$ cat src/rtl/pstat_pkg.sv
package pstat_pkg;

    localparam int NUM_CNT   = 5;
    localparam int REG_W     = 32;
    localparam int CTRL_WORD = 0;
    localparam int SNAP_BIT  = 6;
    localparam int CLR_BIT   = 0;

    typedef enum logic [2:0] {
        CNT_TX_SOP = 3'd0,
        CNT_TX_EOP = 3'd1,
        CNT_RX_SOP = 3'd2,
        CNT_RX_EOP = 3'd3,
        CNT_RX_ERR = 3'd4
    } cnt_id_e;

    // word address of the low half of each total; high half is the next word
    function automatic int cnt_lo_word(input int k);
        case (k)
            0:       return 8;
            1:       return 10;
            2:       return 14;
            3:       return 16;
            default: return 18;
        endcase
    endfunction

    function automatic logic word_is_mapped(input int unsigned w);
        return (w == 0) || (w >= 8 && w <= 11) || (w >= 14 && w <= 19);
    endfunction

endpackage

$ cat src/rtl/pstat_ctr.sv
module pstat_ctr #(
    parameter int W = 64
) (
    input  logic         clk,
    input  logic         rst_n,
    input  logic         inc_i,
    input  logic         clr_i,
    input  logic         cap_i,
    output logic [W-1:0] live_o,
    output logic [W-1:0] shad_o
);

    typedef struct packed {
        logic [W-1:0] live;
        logic [W-1:0] shad;
    } ctr_st_t;

    ctr_st_t st_d, st_q;

    always_comb begin
        st_d = st_q;
        if (clr_i) begin
            st_d.live = '0;
            st_d.shad = '0;
        end else begin
            if (cap_i) st_d.shad = st_q.live;
            if (inc_i) st_d.live = st_q.live + W'(1);
        end
    end

    always_ff @(posedge clk) begin
        if (!rst_n) st_q <= '0;
        else        st_q <= st_d;
    end

    assign live_o = st_q.live;
    assign shad_o = st_q.shad;

    assert_clear_zero_R7: assert property (@(posedge clk) disable iff (!rst_n)
        clr_i |=> (live_o == '0) && (shad_o == '0));

    assert_count_wrap_R8: assert property (@(posedge clk) disable iff (!rst_n)
        (!clr_i && inc_i) |=> live_o == $past(live_o) + W'(1));

    assert_count_idle_R2: assert property (@(posedge clk) disable iff (!rst_n)
        (!clr_i && !inc_i) |=> $stable(live_o));

    assert_capture_R6: assert property (@(posedge clk) disable iff (!rst_n)
        (!clr_i && cap_i) |=> shad_o == $past(live_o));

    assert_shadow_hold_R6: assert property (@(posedge clk) disable iff (!rst_n)
        (!clr_i && !cap_i) |=> $stable(shad_o));

endmodule

$ cat src/rtl/pstat_ctrl.sv
module pstat_ctrl
    import pstat_pkg::*;
(
    input  logic             clk,
    input  logic             rst_n,
    input  logic             wr_i,
    input  logic [REG_W-1:0] wdata_i,
    output logic             snap_o,
    output logic             clr_o,
    output logic             cap_o
);

    typedef struct packed {
        logic snap;
    } ctl_st_t;

    ctl_st_t st_d, st_q;
    logic    unused_wdata;

    assign unused_wdata = ^wdata_i;

    always_comb begin
        st_d = st_q;
        if (wr_i) st_d.snap = wdata_i[SNAP_BIT];
    end

    always_ff @(posedge clk) begin
        if (!rst_n) st_q <= '0;
        else        st_q <= st_d;
    end

    assign snap_o = st_q.snap;
    assign clr_o  = wr_i & wdata_i[CLR_BIT];
    assign cap_o  = wr_i & wdata_i[SNAP_BIT] & ~st_q.snap;

    assert_cap_on_rise_R6: assert property (@(posedge clk) disable iff (!rst_n)
        cap_o |-> (!snap_o ##1 snap_o));

    assert_snap_hold_R5: assert property (@(posedge clk) disable iff (!rst_n)
        !wr_i |=> $stable(snap_o));

endmodule

$ cat src/rtl/pkt_stat_snap.sv
module pkt_stat_snap
    import pstat_pkg::*;
#(
    parameter int CNT_W  = 64,
    parameter int ADDR_W = 6
) (
    input  logic              clk,
    input  logic              rst_n,
    input  logic              tx_valid,
    input  logic              tx_ready,
    input  logic              tx_sop,
    input  logic              tx_eop,
    input  logic              rx_valid,
    input  logic              rx_ready,
    input  logic              rx_sop,
    input  logic              rx_eop,
    input  logic              rx_err,
    input  logic              host_wr,
    input  logic              host_rd,
    input  logic [ADDR_W-1:0] host_addr,
    input  logic [REG_W-1:0]  host_wdata,
    output logic [REG_W-1:0]  host_rdata
);

    localparam int EXT_W = 2 * REG_W;

    typedef struct packed {
        logic [REG_W-1:0] rdata;
    } top_st_t;

    top_st_t            st_d, st_q;
    logic [NUM_CNT-1:0] inc;
    logic               tx_fire, rx_fire;
    logic               ctrl_wr, snap, clr, cap;
    logic [CNT_W-1:0]   live_w [NUM_CNT];
    logic [CNT_W-1:0]   shad_w [NUM_CNT];
    logic [EXT_W-1:0]   live_ext [NUM_CNT];
    logic [EXT_W-1:0]   shad_ext [NUM_CNT];
    logic [EXT_W-1:0]   sel;
    logic [REG_W-1:0]   rd_val;

    // beat qualification
    assign tx_fire = tx_valid & tx_ready;
    assign rx_fire = rx_valid & rx_ready;

    always_comb begin
        inc             = '0;
        inc[CNT_TX_SOP] = tx_fire & tx_sop;
        inc[CNT_TX_EOP] = tx_fire & tx_eop;
        inc[CNT_RX_SOP] = rx_fire & rx_sop;
        inc[CNT_RX_EOP] = rx_fire & rx_eop;
        inc[CNT_RX_ERR] = rx_fire & rx_eop & rx_err;
    end

    assign ctrl_wr = host_wr && (host_addr == ADDR_W'(CTRL_WORD));

    pstat_ctrl u_ctrl (
        .clk     (clk),
        .rst_n   (rst_n),
        .wr_i    (ctrl_wr),
        .wdata_i (host_wdata),
        .snap_o  (snap),
        .clr_o   (clr),
        .cap_o   (cap)
    );

    for (genvar k = 0; k < NUM_CNT; k++) begin : g_ctr
        pstat_ctr #(.W(CNT_W)) u_ctr (
            .clk    (clk),
            .rst_n  (rst_n),
            .inc_i  (inc[k]),
            .clr_i  (clr),
            .cap_i  (cap),
            .live_o (live_w[k]),
            .shad_o (shad_w[k])
        );
        assign live_ext[k] = EXT_W'(live_w[k]);
        assign shad_ext[k] = EXT_W'(shad_w[k]);
    end

    // register decode
    always_comb begin
        rd_val = '0;
        sel    = '0;
        if (host_addr == ADDR_W'(CTRL_WORD)) rd_val[SNAP_BIT] = snap;
        for (int k = 0; k < NUM_CNT; k++) begin
            sel = snap ? shad_ext[k] : live_ext[k];
            if (host_addr == ADDR_W'(cnt_lo_word(k)))     rd_val = sel[REG_W-1:0];
            if (host_addr == ADDR_W'(cnt_lo_word(k) + 1)) rd_val = sel[EXT_W-1:REG_W];
        end
    end

    always_comb begin
        st_d = st_q;
        if (host_rd) st_d.rdata = rd_val;
    end

    always_ff @(posedge clk) begin
        if (!rst_n) st_q <= '0;
        else        st_q <= st_d;
    end

    assign host_rdata = st_q.rdata;

    assert_reset_zero_R1: assert property (@(posedge clk)
        !rst_n |=> host_rdata == '0);

    assert_unmapped_zero_R9: assert property (@(posedge clk) disable iff (!rst_n)
        (host_rd && !word_is_mapped(32'(host_addr))) |=> host_rdata == '0);

    assert_ctrl_readback_R7: assert property (@(posedge clk) disable iff (!rst_n)
        (host_rd && host_addr == ADDR_W'(CTRL_WORD)) |=>
            (host_rdata & ~(REG_W'(1) << SNAP_BIT)) == '0);

    assert_rdata_hold_R10: assert property (@(posedge clk) disable iff (!rst_n)
        !host_rd |=> $stable(host_rdata));

    assert_frozen_read_R6: assert property (@(posedge clk) disable iff (!rst_n)
        (host_rd && snap && host_addr == ADDR_W'(cnt_lo_word(0))) |=>
            host_rdata == $past(shad_ext[0][REG_W-1:0]));

endmodule

$ cat config.mk
export PLATFORM = sky130hd
export DESIGN_NAME = pkt_stat_snap
export DESIGN_NICKNAME = d
export VERILOG_FILES = /design/src/rtl/pstat_pkg.sv /design/src/rtl/pstat_ctr.sv /design/src/rtl/pstat_ctrl.sv /design/src/rtl/pkt_stat_snap.sv
export SDC_FILE = /design/constraint.sdc
export NUM_CORES = 2
export LEC_CHECK = 0
export ABC_AREA = 1
export BUFFER_PORTS_ARGS = -buffer_cell sky130_fd_sc_hd__buf_2
export CAP_MARGIN = 15
export CORE_MARGIN = 8
export CORE_UTILIZATION = 45
export CTS_CLUSTER_DIAMETER = 40
export DETAILED_ROUTE_END_ITERATION = 10
export GPL_ROUTABILITY_DRIVEN = 0
export GPL_TIMING_DRIVEN = 1
export SKIP_CTS_REPAIR_TIMING = 1
export SLEW_MARGIN = 20
export SYNTH_ARGS = -nofsm -noshare
export SYNTH_HDL_FRONTEND = slang
export SYNTH_SLANG_ARGS = --single-unit
$ cat constraint.sdc
create_clock -name clk -period 2 [get_ports clk]
set_input_delay 0.1 -clock clk [delete_from_list [all_inputs] [get_ports clk]]
set_output_delay 0.1 -clock clk [all_outputs]
set_load 0.05 [all_outputs]
==> metrics.md <==
| Metric | Value |
|---|---|
| Antenna violations before repair | 0 |
| DR iter-0 viols | 4566 |
| Comb pwr share | 3.1% |
| Hold WC Path Type | input pin to register |
| Cell area after synthesis | approximately 36000 um^2 |
| Post-DP HPWL | between 100000 and 150000 um |
| Non-filler cells in the finished layout | between 7000 and 8000 |
| CTS H-tree depth | 3 |
| Post-Syn Area per Cell | about 6.7 um^2 |
| GR Layer Usage met3 | around 4.5% |
| Switch Pwr | about 8600 uW |
| Drt total wl | roughly 140000 um |
| Violated checks | setup timing |
| First-pass GRT wire length | slightly above 200000 um |
| Top Ports | a little over 80 |
| Setup violators final | 21 |
| Via density | approximately 5.5 |
| Pwr Total | approximately 37000 uW |
| Crit path max-delay cell type | dfxtp_4 |
| Top Usage Layer GRT | met2 |
| WP data required | around 2.6 ns |
| Later-pin clock latency in the skew report | roughly 0.7 ns |
| Clock-pin slew on the worst setup and hold paths | approximately 0.05 ns |
| DR vias | 39081 |
| Synth Flop Type | dfxtp_1 |
| Initial cell density of the core | 45.3% |
| Register area share after synthesis | a little under two fifths |
| CTS tree | built |
| Grt total ovfl | 0 |
| Post-route ant nets | 0 |
| Crit path capture type | register |
| # DRC | 0 |
| Post-synth ARST share | 0% |
| Sinks on Clock Net | 673 |
| Average wire per standard cell | ~20 um |
| Internal power | 28200 uW |
| Sw frac | a little under a quarter |
| Unique masters post-synth | between 50 and 60 |
| RSZ-0062 raised after global routing | true |
| Gr usage total | a little under 30% |
| Pre-CTS setup slack | -0.345 ns |
| Largest net degree at the start of global routing | 54 |
| Count of pins over their slew limit | 0 |
| Root Driver | clkbuf_16 |
| Die width | ~300 um |
| Nets | 5954 |
| CTS max path bufs | 3 |
| Vias in the first global route | 34908 |
| Setup WS post-layout | -0.151 ns |
| Slowest cell delay on critical path | about 0.44 ns |
| Post-Syn Instances | 5353 |
| Yosys warnings | 0 |
| Port Buffers | between 50 and 60 |
| Clk pwr share | about three fifths |
| Area occupied by registers | between 10000 and 15000 um^2 |
| Period utilisation layout | 108% |
| #FFs+latches synth | about 670 |
| Critical Path AT | about 2.7 ns |
| Syn Nets | about 5400 |
| Flop pwr share | between 30% and 40% |
| Cell count after placement | a little under 7000 |
| Footprint of the multi-input gates | 20100 um^2 |
| Die Ht | ~300 um |
| Placed cell area | 41300 um^2 |
| Min Tclk post-route | 2.15 ns |
| Cts bufs inserted | 121 |
| Slew margin rel. | a little under three fifths |
| Clk_skew | 0.0287 ns |
| Post-synth EDFFs | 0 |
| Met1 Track Usage GR | 41.8% |
| Status | complete, but fails checks |
| Leak Pwr | ~0.019 uW |
| Critical path class | register to register |
| VDD IR-drop max | 808 uV |
| GR Util met2 | about 44% |
| Cell Chain, Critical Path | clkinv_8, buf_12, buf_16, buf_4, o211ai_1, nand4_1, nand2_2, nand4_1, nand2_1, inv_1 |
| CP dominant cell by count | nand4_1 |
| Share of cells above drive strength 1 | 21.4% |
| Critical Path Fanout Max | 13 |
| Core Util, Final | roughly three fifths |
| Peak Freq | between 400 and 500 MHz |
| FP Rows | between 100 and 150 |
| MaxCap Viol Count | 0 |
| Count of final hold-check violations | 0 |
| Worst-Margin Slew | roughly 0.63 ns |
| Critical Path Start Type | register |
| Design Area, Final | ~48000 um^2 |
| ANT cells | 0 |
| Core Box Area | roughly 79000 um^2 |
| Router iterations before antenna repair | 8 |
| Area growth from synthesis to final layout | 33.7% |
| Die area | around 89000 um^2 |
| FILL cells | between 7000 and 8000 |
| Pwr dens | around 770 nW/um^2 |
[synth_stat cells (16+ instances only)]
| library cell | n | area (um^2) |
|---|---|---|
| nand2_1 | 1241 | 4660 |
| dfxtp_1 | 673 | 13500 |
| inv_1 | 552 | 2070 |
| nor2_1 | 542 | 2030 |
| a21oi_1 | 505 | 2530 |
| o21ai_0 | 437 | 2190 |
| nor3_1 | 198 | 991 |
| clkbuf_1 | 171 | 642 |
| nand3_1 | 171 | 856 |
| nand4_1 | 157 | 982 |
| o211ai_1 | 152 | 1140 |
| xor2_1 | 151 | 1320 |
| buf_2 | 78 | 390 |
| a211oi_1 | 37 | 278 |
| o21a_1 | 32 | 240 |
| nor2_2 | 30 | 188 |
| nor4_1 | 23 | 144 |
| buf_1 | 19 | 71.3 |
| nor3_2 | 17 | 170 |
| nor3b_1 | 17 | 128 |
| nand2_2 | 16 | 100 |
| or2_2 | 16 | 100 |
[power by group through the flow]
stage	clock network [uW]	registers, uW	logic [uW]
floorplan	0	13900	488
finish	22100	13500	1140
detailed placement	0	13800	1060
global placement	0	13800	1060
global route	23000	13500	1200
CTS	22300	13500	1070
[flip-flops by register name, summed over array words and instances (netlist names)]
| register | count |
|---|---|
| u_ctrl.snap_o | 1 |
| g_ctr.u_ctr.live_o | 320 |
| g_ctr.u_ctr.shad_o | 320 |
| host_rdata | 32 |
[kinds of logic (layout without fill, tap and decap cells)]
family	count (synthesis)	in the layout	share of synthesized area, %
AO/OA/AOI/OAI	1195	1195	18.4
XOR/XNOR	157	157	3.85
adder cells (fa/ha/maj)	5	5	0.175
buffers and inverters	843	1494	9.16
flip-flops	673	673	37.7
AND/OR/NAND/NOR	2480	2480	30.7
[path summary, 6_finish.rpt]
check / cells after the start / endpoint / slack, ns / from
worst max-delay path: 10 / host_rdata[5]$_SDFFE_PN0P_ / -0.15 / u_ctrl.snap_o$_SDFFE_PN0P_
worst min-delay path: 5 / g_ctr[2].u_ctr.live_o[10]$_SDFFE_PP0P_ / 0.003 / rx_valid
worst max register to register: 10 / host_rdata[5]$_SDFFE_PN0P_ / -0.15 / u_ctrl.snap_o$_SDFFE_PN0P_
worst min register to register: 2 / g_ctr[0].u_ctr.shad_o[37]$_SDFFE_PP0P_ / 0.44 / g_ctr[0].u_ctr.shad_o[37]$_SDFFE_PP0P_
[stage by stage]
step                hold WS (ns)  TNS [ns]
global placement           0.404     -4.45
finish                   0.00320     -1.22
CTS                       -0.304     -5.50
global route             0.00477     -3.37
floorplan                  0.265         0
detailed placement         0.408     -4.63
[worst max-delay path, delay by kind of cell (launching register included)]
| kind | cells | cell delay [ns] |
|---|---|---|
| AND/OR/NAND/NOR | 4 | 0.73 |
| flip-flops | 1 | 0.44 |
| buffers and inverters | 5 | 0.60 |
| AO/OA/AOI/OAI | 1 | 0.27 |
[placed cells by master (no fill, tap or decap), types with 32 or more instances in the layout]
cell and n:
nand4_1 157, nor3_1 157, dfxtp_1 644, nand2_2 66, inv_1 544, a211oi_1 35
buf_4 521, nor2_4 41, buf_12 64, buf_2 52, nor2_1 496, o21ai_0 397
nand2_1 1185, clkbuf_16 134, xor2_1 151, a21oi_1 472, o21ai_1 44, nor3_2 49
o21a_1 32, o211ai_1 152, nand3_1 156, nor2_2 49
[cell type report]
| cell class | instances | area share [%] |
|---|---|---|
| multi-input combinational | 3837 | 42.1 |
| sequential | 673 | 28.3 |
| timing repair buffer | 691 | 13.1 |
| clock buffer | 144 | 6.81 |
| inverter | 573 | 4.56 |
| tap | 1050 | 2.75 |
| clock inverter | 85 | 2.35 |
| timing repair inverter | 1 | 0.0340 |
[layer usage]
metal | vias to the layer above | share of wire (%)
met1 | 18186 | 44
met5 | - | 0
met3 | 313 | 8.8
met4 | 0 | 3.9
met2 | 1749 | 43
li1 | 18833 | -
Note: power is estimated with default switching activity, not from simulation.
